[src/rtl/cfgld_pkg.sv]
// Package: shared opcodes, sequencer states and strobe layout for the
// serial configuration loader. Assumes at most eight strobe indices.
package cfgld_pkg;
    typedef enum logic [1:0] {
        OP_LOAD   = 2'd0,
        OP_STATUS = 2'd1,
        OP_TRIG   = 2'd2,
        OP_NONE   = 2'd3
    } op_e;

    typedef enum logic [2:0] {
        S_IDLE   = 3'd0,
        S_SHIFT  = 3'd1,
        S_STRB   = 3'd2,
        S_RSTB   = 3'd3,
        S_RSHIFT = 3'd4
    } sh_state_e;

    localparam int NUM_TGT  = 5;   // load targets
    localparam int NUM_STRB = 6;   // load targets plus status strobe
    localparam int STAT_IDX = 5;   // status strobe index
endpackage

[src/rtl/cfgld_edge_sync.sv]
// Module: synchronizes an asynchronous level through STAGES flops and
// flags one cycle when the synchronized level rises.
// Assumes: STAGES >= 2; the input may change at any time.
module cfgld_edge_sync #(
    parameter int STAGES = 2
) (
    input  logic clk,
    input  logic rst_n,
    input  logic async_in,
    output logic rise
);
    logic [STAGES-1:0] chain;
    logic              last;

    // shift the input through the synchronizer and keep one delayed copy
    always_ff @(posedge clk) begin
        if (!rst_n) begin
            chain <= '0;
            last  <= 1'b0;
        end else begin
            chain <= {chain[STAGES-2:0], async_in};
            last  <= chain[STAGES-1];
        end
    end

    // flag a low-to-high transition of the synchronized level
    always_comb rise = chain[STAGES-1] && !last;
endmodule

[src/rtl/cfgld_trig.sv]
// Module: holds the active-low latch trigger from the start pulse until a
// synchronized end-of-strobe edge, or until TMO cycles pass (sticky error).
// Assumes: start is only pulsed while the trigger is inactive.
module cfgld_trig #(
    parameter int TMO = 4096
) (
    input  logic clk,
    input  logic rst_n,
    input  logic start,
    input  logic eos_in,
    output logic trig_n,
    output logic active,
    output logic err
);
    localparam int CW = $clog2(TMO + 1);

    logic [CW-1:0] cnt;
    logic          eos_rise;

    cfgld_edge_sync #(.STAGES(2)) u_eos (
        .clk      (clk),
        .rst_n    (rst_n),
        .async_in (eos_in),
        .rise     (eos_rise)
    );

    // trigger hold, timeout count and sticky error flag
    always_ff @(posedge clk) begin
        if (!rst_n) begin
            active <= 1'b0;
            cnt    <= '0;
            err    <= 1'b0;
        end else if (start) begin
            active <= 1'b1;
            cnt    <= '0;
            err    <= 1'b0;
        end else if (active) begin
            if (eos_rise) begin
                active <= 1'b0;
            end else if (cnt == CW'(TMO - 1)) begin
                active <= 1'b0;
                err    <= 1'b1;
            end else begin
                cnt <= cnt + 1'b1;
            end
        end
    end

    // trigger output is the inverse of the hold state
    always_comb trig_n = !active;
endmodule

[src/rtl/cfgld_shifter.sv]
// Module: serial engine. A load shifts a byte out MSB first and then
// pulses the target strobe for one shift period. A status read pulses the
// status strobe and then shifts a byte in, sampling at the end of each high
// phase. Assumes: starts arrive only while idle; target < NUM_TGT.
module cfgld_shifter
    import cfgld_pkg::*;
#(
    parameter int W    = 8,
    parameter int HALF = 2
) (
    input  logic                clk,
    input  logic                rst_n,
    input  logic                start_load,
    input  logic                start_stat,
    input  logic [2:0]          tgt_in,
    input  logic [W-1:0]        data_in,
    input  logic                ser_in,
    output logic                ser_out,
    output logic                ser_oe,
    output logic                sclk,
    output logic [NUM_STRB-1:0] strobe,
    output logic [W-1:0]        rd_data,
    output logic                rd_valid,
    output logic                busy
);
    localparam int PER = 2 * HALF;
    localparam int PW  = (PER > 1) ? $clog2(PER) : 1;
    localparam int BW  = (W > 1) ? $clog2(W) : 1;

    sh_state_e      state;
    logic [PW-1:0]  ph;
    logic [BW-1:0]  bitn;
    logic [W-1:0]   sreg;
    logic [2:0]     tgt;
    logic           ph_end;

    // last cycle of the current shift-clock period
    always_comb ph_end = (ph == PW'(PER - 1));

    // sequencer: phase counter, bit counter, shift register, read result
    always_ff @(posedge clk) begin
        if (!rst_n) begin
            state    <= S_IDLE;
            ph       <= '0;
            bitn     <= '0;
            sreg     <= '0;
            tgt      <= '0;
            rd_data  <= '0;
            rd_valid <= 1'b0;
        end else begin
            rd_valid <= 1'b0;
            if (state == S_IDLE) begin
                ph   <= '0;
                bitn <= '0;
                if (start_load) begin
                    sreg  <= data_in;
                    tgt   <= tgt_in;
                    state <= S_SHIFT;
                end else if (start_stat) begin
                    state <= S_RSTB;
                end
            end else begin
                ph <= ph_end ? '0 : ph + 1'b1;
                if (ph_end) begin
                    unique case (state)
                        S_SHIFT: begin
                            sreg <= {sreg[W-2:0], 1'b0};
                            if (bitn == BW'(W - 1)) state <= S_STRB;
                            else                    bitn  <= bitn + 1'b1;
                        end
                        S_STRB: state <= S_IDLE;
                        S_RSTB: state <= S_RSHIFT;
                        S_RSHIFT: begin
                            sreg <= {sreg[W-2:0], ser_in};
                            if (bitn == BW'(W - 1)) begin
                                rd_data  <= {sreg[W-2:0], ser_in};
                                rd_valid <= 1'b1;
                                state    <= S_IDLE;
                            end else begin
                                bitn <= bitn + 1'b1;
                            end
                        end
                        default: state <= S_IDLE;
                    endcase
                end
            end
        end
    end

    // line outputs: data, drive enable and shift clock
    always_comb begin
        ser_out = (state == S_SHIFT) && sreg[W-1];
        ser_oe  = (state == S_SHIFT);
        sclk    = ((state == S_SHIFT) || (state == S_RSHIFT)) && (ph >= PW'(HALF));
        busy    = (state != S_IDLE);
    end

    // one load strobe per target, decoded from the latched target
    for (genvar i = 0; i < NUM_TGT; i++) begin : g_ld_strb
        assign strobe[i] = (state == S_STRB) && (tgt == 3'(i));
    end
    assign strobe[STAT_IDX] = (state == S_RSTB);
endmodule

[src/rtl/cfg_serial_loader.sv]
// Module: top of the serial configuration loader. Accepts one host command
// at a time, routes loads and status reads to the serial engine and trigger
// commands to the latch-trigger handshake. Illegal commands and commands
// arriving while busy are dropped. Assumes: eos_in may be asynchronous.
module cfg_serial_loader
    import cfgld_pkg::*;
#(
    parameter int W    = 8,
    parameter int HALF = 2,
    parameter int TMO  = 4096
) (
    input  logic                clk,
    input  logic                rst_n,
    input  logic                cmd_valid,
    input  logic [1:0]          cmd_op,
    input  logic [2:0]          cmd_target,
    input  logic [W-1:0]        cmd_data,
    output logic                busy,
    output logic [W-1:0]        rd_data,
    output logic                rd_valid,
    output logic                sdata_out,
    output logic                sdata_oe,
    input  logic                sdata_in,
    output logic                sclk,
    output logic [NUM_STRB-1:0] strobe,
    output logic                trig_n,
    input  logic                eos_in,
    output logic                trig_err
);
    logic sh_busy;
    logic tr_active;
    logic go_load;
    logic go_stat;
    logic go_trig;

    // command acceptance: idle and a legal opcode/target
    always_comb begin
        busy    = sh_busy || tr_active;
        go_load = cmd_valid && !busy && (cmd_op == OP_LOAD)
                  && (cmd_target < 3'(NUM_TGT));
        go_stat = cmd_valid && !busy && (cmd_op == OP_STATUS);
        go_trig = cmd_valid && !busy && (cmd_op == OP_TRIG);
    end

    cfgld_shifter #(.W(W), .HALF(HALF)) u_shift (
        .clk        (clk),
        .rst_n      (rst_n),
        .start_load (go_load),
        .start_stat (go_stat),
        .tgt_in     (cmd_target),
        .data_in    (cmd_data),
        .ser_in     (sdata_in),
        .ser_out    (sdata_out),
        .ser_oe     (sdata_oe),
        .sclk       (sclk),
        .strobe     (strobe),
        .rd_data    (rd_data),
        .rd_valid   (rd_valid),
        .busy       (sh_busy)
    );

    cfgld_trig #(.TMO(TMO)) u_trig (
        .clk    (clk),
        .rst_n  (rst_n),
        .start  (go_trig),
        .eos_in (eos_in),
        .trig_n (trig_n),
        .active (tr_active),
        .err    (trig_err)
    );
endmodule

[config.mk]
export PLATFORM = sky130hd
export DESIGN_NAME = cfg_serial_loader
export DESIGN_NICKNAME = d
export VERILOG_FILES = /design/src/rtl/cfgld_pkg.sv /design/src/rtl/cfgld_edge_sync.sv /design/src/rtl/cfgld_trig.sv /design/src/rtl/cfgld_shifter.sv /design/src/rtl/cfg_serial_loader.sv
export SDC_FILE = /design/constraint.sdc
export NUM_CORES = 1
export LEC_CHECK = 0
export ABC_CLOCK_PERIOD_IN_PS = 1900
export BUFFER_PORTS_ARGS = -buffer_cell sky130_fd_sc_hd__buf_4
export CORE_AREA = 2 2 69 65
export CTS_CLUSTER_DIAMETER = 30
export DETAILED_ROUTE_END_ITERATION = 7
export DIE_AREA = 0 0 71 67
export GPL_ROUTABILITY_DRIVEN = 0
export PLACE_DENSITY = 0.77
export SLEW_MARGIN = 15
export SYNTH_ARGS = -nofsm -noshare
export SYNTH_HDL_FRONTEND = slang
export SYNTH_SLANG_ARGS = --single-unit
[constraint.sdc]
create_clock -name clk -period 1.9 [get_ports clk]
set_input_delay 0.095 -clock clk [delete_from_list [all_inputs] [get_ports clk]]
set_output_delay 0.095 -clock clk [all_outputs]
set_load 0.01 [all_outputs]
After elaboration in Yosys (flattened, before gate mapping)
Cells that the tools add are included.
- multiplexer cells: 16
- reduce and logical (&&, ||, !) cells: 36
- $lt $le $gt $ge: 2
- bitwise operators: 7
- add/subtract/negate cells: 3
- equality and inequality tests: 17
- operator list (cell ; count):
    8-bit two-way mux ; 3
    3-bit two-way mux ; 6
    8-bit one-hot mux with 2 select lines ; 1
    13-bit by 1-bit adder with 13-bit output (second input constant) ; 1
    13-bit by 12-bit equality test with 1-bit output (second input constant) ; 1
    1-bit logical AND ; 13
    3-bit by 2-bit equality test with 1-bit output (second input constant) ; 4
    3-bit AND reduction ; 4
    3-bit equality test (second input constant) ; 3
    3-bit one-hot mux with 3 select lines ; 1
    4-bit AND reduction ; 2
    1-bit NOT ; 7
    3-bit by 1-bit equality test with 1-bit output (second input constant) ; 2
    3-bit zero test ; 2
    3-bit by 1-bit != test with 1-bit output (second input constant) ; 2
    3-bit nonzero test ; 2
    2-bit OR reduction ; 3
    1-bit two-way mux ; 5
    2-bit equality test (second input constant) ; 2
    4-bit OR reduction ; 1
    3-bit by 1-bit adder with 3-bit output (second input constant) ; 1
    1-bit zero test ; 3
    3-bit less-than comparator (second input constant) ; 1
    3-bit != test (second input constant) ; 1
    9 further kinds ; 10
- input port bits: 18
- register bits: 46
- logic and storage cells: 93
- output and inout port bits: 21

Logic depth before layout (Yosys ltp)
Gate-level depths: netlist (run 1).
- depth after elaboration: 8
- mapped depth: 6
- mapped depth without buffers: 6

Modules after synthesis
Synthesis (run 1) repeated with hierarchy kept, for this count alone.
- cell total of the unflattened synthesis: 262
- area total of the unflattened synthesis: 2338.5 um2
- by module, submodules not included (module ; seq. area each (um2) ; cells each ; area an instance (um2) ; instances):
    cfgld_shifter ; 560.5 ; 164 ; 1415.1 ; 1
    cfgld_trig ; 300.3 ; 84 ; 774.5 ; 1
    cfgld_edge_sync ; 60.1 ; 7 ; 92.6 ; 1
    cfg_serial_loader ; 0.0 ; 7 ; 56.3 ; 1

Worst setup path after synthesis (run 1)
Ideal clock, no wire load.
- path type: register to register
- start: register u_trig.cnt[0]
- end: register u_trig.cnt[4]
- arrival: 1.579 ns
- path buffers: 1
- setup time: 0.070 ns
- setup slack: 0.251 ns
- clock period less this slack: 1.649 ns
- stages on the path, launching flop included: 7
- required time: 1.830 ns
- cells stage by stage: dfxtp_1 ha_1 and4_4 and3_4 buf_6 or4_1 a21oi_1
- longest elaborated chain between the ends: 3
- elaborated cells on any way between the ends: 4
- those cells by class: add/sub (1); eq/ne (1); bitwise (1); reduce/logical (1)
- ends and longest elaborated chain (what ; line ; RTL):
    start, declared ; cfgld_trig.sv:17 ; logic [CW-1:0] cnt;
    start signal, assigned ; cfgld_trig.sv:44 ; cnt <= cnt + 1'b1;
    parallel branches: the longest is 3 deep, another holds 13-bit by 1-bit adder with 13-bit output ; -- ;
Several ways; the timed one is not identified.
A chain may end at the register's enable or synchronous reset.

Worst setup path in the final report (run 1)
- start: register u_shift.state[0]
- end: register u_shift.sreg[3]
- longest elaborated chain between the ends: 8
- elaborated cells on any way between the ends: 14
- those cells by class: eq/ne (3); mux (1); reduce/logical (10)
- ends and longest elaborated chain (what ; line ; RTL):
    start, declared ; cfgld_shifter.sv:30 ; sh_state_e state;
    start signal, assigned ; cfgld_shifter.sv:43 ; state <= S_IDLE;
    start signal, assigned ; cfgld_shifter.sv:58 ; state <= S_SHIFT;
    start signal, assigned ; cfgld_shifter.sv:60 ; state <= S_RSTB;
    3-bit nonzero test ; cfgld_shifter.sv:95 ; busy = (state != S_IDLE);
    1-bit logical OR ; cfg_serial_loader.sv:38 ; busy = sh_busy || tr_active;
    1-bit zero test ; cfg_serial_loader.sv:39 ; go_load = cmd_valid && !busy && (cmd_op == OP_LOAD)
    1-bit logical AND (2 in a row) ; cfg_serial_loader.sv:39 ;
    1-bit logical AND ; cfg_serial_loader.sv:40 ; && (cmd_target < 3'(NUM_TGT));
    2-bit != test (no source line) ; -- ;
    3-bit AND reduction (no source line) ; -- ;
    end signal, assigned ; cfgld_shifter.sv:56 ; sreg <= data_in;
    end signal, assigned ; cfgld_shifter.sv:67 ; sreg <= {sreg[W-2:0], 1'b0};
    end signal, assigned ; cfgld_shifter.sv:74 ; sreg <= {sreg[W-2:0], ser_in};
    end, declared ; cfgld_shifter.sv:33 ; logic [W-1:0] sreg;
Several ways; a longest one is shown, not always the timed one.

==> results of run 1 <==
==> stage by stage <==
step / power [mW] / setup WS (ns) / hold WS [ns] / cell area [µm²]
after global routing: 2.750 / 0.04872 / 0.004716 / 2658
after floorplan: 1.524 / 0.2509 / 0.2167 / 2156
after global placement: 1.754 / 0.2578 / 0.3056 / 2515
after CTS: 2.641 / 0.2023 / 0.001389 / 2658
after detailed placement: 1.762 / 0.2152 / 0.3143 / 2515
final: 2.637 / 0.1724 / 0.001994 / 2658
==> synthesized netlist by cell type (2+ instances only) <==
library cell | number | area share
nand3_1 | 7 | 0.016
nor3b_1 | 5 | 0.017
or4_1 | 5 | 0.017
dfxtp_1 | 46 | 0.43
a21oi_1 | 20 | 0.046
inv_1 | 6 | 0.010
and3_1 | 3 | 0.0087
nand3b_1 | 2 | 0.0070
nand2_1 | 20 | 0.035
o21ai_0 | 8 | 0.019
and4_1 | 2 | 0.0081
mux2i_1 | 20 | 0.093
or3_1 | 3 | 0.0087
xor2_1 | 2 | 0.0081
nor3_1 | 12 | 0.028
clkbuf_1 | 5 | 0.0087
nor2_1 | 18 | 0.031
o31ai_1 | 6 | 0.021
and2_1 | 9 | 0.026
ha_1 | 5 | 0.029
buf_2 | 4 | 0.0093
and4_4 | 2 | 0.010
nand4_1 | 3 | 0.0087
nand2b_1 | 2 | 0.0058
a211oi_1 | 7 | 0.024
nor4_1 | 2 | 0.0058
==> cell families (layout without fill, tap and decap cells) <==
family,Yosys count,in the layout,share of synthesized area
mux,20,20,0.09286
simple gates,103,103,0.2710
fa+ha+maj,5,5,0.02902
compound gates,46,46,0.1329
xor+xnor,2,2,0.008127
buf+inv,18,62,0.03889
flops,46,46,0.4272
==> where the power goes <==
part | internal, mW | switching (mW)
Sequential | 1.02 | 0.0603
Clock | 0.561 | 0.331
Combinational | 0.324 | 0.343
==> worst max-delay path, cell delays in order (launching register included) <==
cell and delay, ns:
dfxtp_1 0.41, nor4_2 0.44, and3_1 0.47, nor3_1 0.08, a211oi_1 0.24
==> final cells by class <==
class / count / share of cell area
clock buffer: 6 / 0.03107
clock inverter: 2 / 0.02260
inverter: 6 / 0.008475
multi-input combinational: 176 / 0.4331
sequential: 46 / 0.3465
tap: 48 / 0.02260
timing repair buffer: 48 / 0.1356
==> state kept, by name, summed over array words and instances (netlist names) <==
name	cells
u_trig.active	1
u_shift.bitn	3
u_shift.rd_valid	1
u_shift.sreg	8
u_shift.rd_data	8
u_trig.u_eos.last	1
u_trig.cnt	13
u_trig.u_eos.chain	2
u_trig.err	1
u_shift.ph	2
u_shift.state	3
u_shift.tgt	3
==> cells in the final DEF (no fill, tap or decap), types with 6 or more instances in the layout <==
master / n
buf_4: 48
dfxtp_1: 46
nand2_1: 20
mux2i_1: 20
a21oi_1: 20
nor2_1: 18
nor3_1: 12
and2_1: 9
o21ai_0: 8
nand3_1: 7
a211oi_1: 7
inv_1: 6
o31ai_1: 6
clkbuf_8: 6
==> routing by layer <==
| metal | GRT usage | vias up | wire length (µm) |
|---|---|---|---|
| li1 | - | 956 | - |
| met2 | 0.3166 | 40 | 1979 |
| met3 | 0.04236 | 8 | 220 |
| met5 | 0 | - | 0 |
| met4 | 0.07075 | 0 | 72 |
| met1 | 0.2728 | 860 | 2366 |
==> final timing paths <==
check                           to  slack (ns)
max                u_shift.sreg[3]        0.17
min reg2reg  u_trig.u_eos.chain[1]        0.45
max reg2reg        u_shift.sreg[3]        0.17
min          u_trig.u_eos.chain[0]       0.002
==> results_dict.tcl, run 1 <==
set metrics [dict create \
    status "finished, final reports clean" \
    synthesis.nets 263 \
    rsz0062_at_grt "false" \
    postRouteAntennaNets 0 \
    synth_area_um2 2156 \
    dr_total_vias 1864 \
    dieArea_um2 4757 \
    final_cell_count_no_fill 332 \
    peakVddDrop_v 0.0005996 \
    cts_sinks 46 \
    grt_max_degree 20 \
    coreArea_um2 3991 \
    die_h_um 67 \
    p_leak_nw 1.151 \
    track_usage 0.2009 \
    cts_inserted_buffers 5 \
    synth_area_per_cell_um2 8.983 \
    cts_hold_buffers 0 \
    synth_cell_type_count 42 \
    yosysWarnings 0 \
    clk_latency_ns 0.30 \
    grt_pass1_wl_um 7521 \
    synthCells 240 \
    cts_setup_buffers 0 \
    r2r.worst_path.cells 4 \
    drive_gt1_frac 0.2254 \
    clkSlewWorstSetupHoldPaths_ns 0.09 \
    setup-tns-final_ns 0 \
    multi_input_area_um2 1151 \
    timing.final.crit_share 0.9093 \
    r2r_start "u_shift.state[0]" \
    fin_skew_ns 0.008236 \
    fin_util 0.6658 \
    nets 306 \
    setup_viol 0 \
    cts_root_buffer "clkbuf_8" \
    critPathLaunch "u_shift.state[0]" \
    synth_ff_type "dfxtp_1" \
    critical_path_required_ns 2.12 \
    rows 22 \
    fmax_ghz 0.5788 \
    hpwl_um 3385 \
    p_per_area_nw_per_um2 992.2 \
    tightest_slew_ns 0.4345 \
    slew_headroom 0.7072 \
    slew_violations 0 \
    hold_class "input port to flop" \
    h-tree-depth 2 \
    cts_tree "yes" \
    cp.arrival_ns 1.94 \
    postCtsResizedCells 0 \
    post_drt_wl_per_cell_um 13.97 \
    antennaDiodeCount 0 \
    synthToLayoutAreaGrowth_pct 23.27 \
    drtIter0Drc 100 \
    synth_edf_count 0 \
    die_w_um 71 \
    hold_viol_final 0 \
    min_from "eos_in" \
    crit_path_end_kind "flop" \
    max_cap_violations 0 \
    cp_max_fo 11 \
    max-clock-path-buffers 2 \
    drt_wl_total_um 4639 \
    yosysSeqAreaShare 0.4272 \
    drt_first_pass_iters 4 \
    min_period_ns 1.728 \
    via_per_inst 5.614 \
    whs_path_depth 2 \
    portBuffers 38 \
    drc 0 \
    synth-async-reset-ratio 0 \
    ys_seq_elements 46 \
    grt_pass1_vias 1679 \
    grt_overflow_total 0 \
    start_kind "flop" \
    register_area_um2 920.9 \
    place_inst 324 \
    n_fill_cell 334 \
    antenna_found_initial 0 \
    initial_utilization 0.5401 \
    pin_count 39 \
    critical_path_class "flop to flop" \
]
(Power assumes the default switching activity.)
==> inputs of run 2 (changes only) <==
--- a/config.mk
+++ b/config.mk
@@ -5,12 +5,13 @@
 export SDC_FILE = /design/constraint.sdc
 export NUM_CORES = 1
 export LEC_CHECK = 0
+export ABC_AREA = 1
 export ABC_CLOCK_PERIOD_IN_PS = 1900
 export BUFFER_PORTS_ARGS = -buffer_cell sky130_fd_sc_hd__buf_4
-export CORE_AREA = 2 2 69 65
+export CORE_AREA = 2 2 72 67
 export CTS_CLUSTER_DIAMETER = 30
 export DETAILED_ROUTE_END_ITERATION = 7
-export DIE_AREA = 0 0 71 67
+export DIE_AREA = 0 0 74 69
 export GPL_ROUTABILITY_DRIVEN = 0
 export PLACE_DENSITY = 0.77
 export SLEW_MARGIN = 15
==> run 2 against run 1 <==
  * Register-to-register slack better by 0.02 ns
  * Fmax is 1.3% higher
  * Via count is 10% higher
  * Combinational power is 130% higher
  * Die area is 7.3% higher
  * Sequential share of layout area is 1.6 points lower
  * Sequential power is 12% higher
  * Critical path depth is 6 higher
  * Final area is 5.0% higher
  * Area after synthesis is 8.2% higher
  * Clock-buffer cell count is 1 lower
  * Wire length is 1.6% higher
  * Largest cell class unchanged
  * Highest routed layer unchanged
==> results_dict.tcl, run 2 <==
set metrics [dict create \
    slew_headroom 0.8082 \
    critical_path_required_ns 2.13 \
    synth_edf_count 0 \
    largestRegisters "u_trig.cnt (13), u_shift.rd_data (8), u_shift.sreg (8)" \
    grt_pass1_vias 1862 \
    synthCells 323 \
    final_common_cell "nand2_1" \
    status "finished, final reports clean" \
    fin_util 0.6421 \
    whs_path_depth 3 \
    synth_ff_type "dfxtp_1" \
    min_from "cmd_target[1]" \
    h-tree-depth 2 \
    place_inst 418 \
    n_fill_cell 416 \
    yosys-top-cells-area "dfxtp_1 (39%), nand2_1 (14%), inv_1 (5.5%), a21oi_1 (5.4%), nor2_2 (4.8%)" \
    drtIter0Drc 98 \
    critPathTopFamily "simple AND/OR/NAND/NOR gates" \
    hold_viol_final 0 \
    cp_cell_sequence "ha_1, nand3_1, inv_2, nand2_1, nor2_2, nand2_1, nand2_4, buf_4, nand2_1, a21oi_1" \
    cts_root_buffer "clkbuf_8" \
    post_drt_wl_per_cell_um 11.04 \
    rows 23 \
    pin_count 39 \
    nets 387 \
    synthToLayoutAreaGrowth_pct 19.64 \
    final_cell_count_no_fill 427 \
    min_period_ns 1.705 \
    cp_common_cell "nand2_1" \
    hpwl_um 3361 \
    cts_sinks 46 \
    die_w_um 74 \
    setup_viol 0 \
    hold_slack_ns 0.08726 \
    yosysMostFrequentCell "nand2_1" \
    initial_utilization 0.5367 \
    placed_area_um2 2666 \
    track_usage 0.1945 \
    timing.final.crit_share 0.8972 \
    antennaDiodeCount 0 \
    clk_latency_ns 0.30 \
    fmax_ghz 0.5866 \
    setup-tns-final_ns 0 \
    max_cap_violations 0 \
    yosysSeqAreaShare 0.3948 \
    r2r.worst_path.cells 10 \
    synth_top_area_frac 0.3948 \
    clkSlewWorstSetupHoldPaths_ns 0.08 \
    tightest_slew_ns 0.2867 \
    dr_total_vias 2053 \
    p_leak_nw 1.210 \
    cts_inserted_buffers 5 \
    crit_path_end_kind "flop" \
    postRouteAntennaNets 0 \
    hold_class "input port to flop" \
    cp.arrival_ns 1.94 \
    peakVddDrop_v 0.0007779 \
    slew_violations 0 \
    fin_skew_ns 0.005282 \
    drt_wl_total_um 4713 \
    coreArea_um2 4345 \
    p_per_area_nw_per_um2 1234 \
    cp_slowest_cell "dfxtp_1" \
    stdcell_area_um2 2790 \
    synth-async-reset-ratio 0 \
    antenna_found_initial 0 \
    synth_common_cells "nand2_1 (87), dfxtp_1 (46), inv_1 (34), a21oi_1 (25), nor2_1 (25)" \
    mostFrequentLayoutCells "nand2_1 (87), dfxtp_1 (46), buf_4 (42)" \
    cp_max_fo 11 \
    start_kind "flop" \
    portBuffers 38 \
    max-clock-path-buffers 2 \
    largest_register "u_trig.cnt" \
    r2r-end "u_trig.cnt[10]" \
    grt_pass1_wl_um 7983 \
    critical_path_class "flop to flop" \
    via_per_inst 4.808 \
    path_depth 10 \
    drive_gt1_frac 0.2438 \
    synth_cell_type_count 31 \
    cpPeakStageDelay_ns 0.40 \
    dieArea_um2 5106 \
    yosysWarnings 0 \
    ys_seq_elements 46 \
    r2r_start "u_trig.cnt[0]" \
    reg2reg_slack_ns 0.20 \
    hold_end "u_shift.tgt[1]" \
    cts_tree "yes" \
    grt_max_degree 28 \
    synth_area_um2 2332 \
    yosysTopAreaCell "dfxtp_1" \
    synthesis.nets 346 \
    drc 0 \
    die_h_um 69 \
    grt_overflow_total 0 \
    critPathBufInv 2 \
    rsz0062_at_grt "false" \
    synth_area_per_cell_um2 7.221 \
    largest_reg_flops 13 \
    drt_first_pass_iters 4 \
]
-- run 2: cell count changes in the layout (fill, tap and decap cells not counted), sizes merged, moves of 7 or more --
cell and delta:
xnor2 +7, o21ai +7, mux2i -20, nor2 +27
nand2 +71, inv +34, a21oi +9, and2 -8
-- run 2: per-layer routing --
layer / part of all wire / vias up / routed length, µm / global-route usage
met5: 0 / - / 0 / 0
met4: 0.010 / 0 / 49 / 0.04848
met3: 0.056 / 6 / 263 / 0.05263
met2: 0.48 / 53 / 2251 / 0.3234
met1: 0.46 / 907 / 2148 / 0.2466
li1: - / 1087 / - / -
-- run 2: area by class of cell --
class / instances / area (µm²) / share of cell area
clock buffers: 5 / 68.82 / 0.02466
repair buffers: 43 / 325.3 / 0.1166
flip-flops and latches: 46 / 920.9 / 0.3300
inverters: 40 / 150.1 / 0.05381
multi-input cells: 228 / 1207 / 0.4327
clock inverters: 3 / 40.04 / 0.01435
well taps: 62 / 77.57 / 0.02780
-- run 2: repair_timing --
action                                  4_1_cts  5_1_grt
endpoints found under the setup margin        0       12
buffers inserted                              0        0
endpoints found under the hold margin         1        0
hold buffers                                  1        0
gates resized for setup                       0        1
-- run 2: power breakdown --
part	internal, mW	switching [mW]	leakage (nW)
logic	0.562	0.960	0.779
clock network	0.387	0.324	0.0579
registers	1.09	0.122	0.373
-- run 2: metrics by stage --
stage          power [mW]  setup WS (ns)
6_report            3.443         0.1952
5_1_grt             3.686       0.009295
3_5_place_dp        2.741         0.1765
3_3_place_gp        2.704         0.2275
2_1_floorplan       2.445         0.3437
4_1_cts             3.471         0.1338
-- run 2: worst max-delay path by stage --
stage | start | to | slack [ns]
6_report | u_trig.cnt[0] | u_trig.cnt[10] | 0.20
5_1_grt | u_trig.cnt[0] | u_trig.cnt[1] | 0.009
4_1_cts | u_trig.cnt[0] | u_trig.cnt[0] | 0.13
3_5_place_dp | u_trig.cnt[0] | u_trig.cnt[0] | 0.18
3_3_place_gp | u_trig.cnt[0] | u_trig.cnt[8] | 0.23
2_1_floorplan | u_trig.cnt[0] | u_trig.cnt[3] | 0.34
-- run 2: cell families after synthesis --
| kind of cell | after synthesis | synth area share |
|---|---|---|
| AO/OA/AOI/OAI | 45 | 0.1089 |
| flip-flops | 46 | 0.3948 |
| adder cells (fa/ha/maj) | 5 | 0.02682 |
| buffers and inverters | 49 | 0.08959 |
| XOR/XNOR | 10 | 0.03756 |
| AND/OR/NAND/NOR | 168 | 0.3423 |
-- run 2: tightest hold or removal path: stages --
cell	delay [ns]
buf_4	0.09
o21ai_0	0.07
a21oi_1	0.10
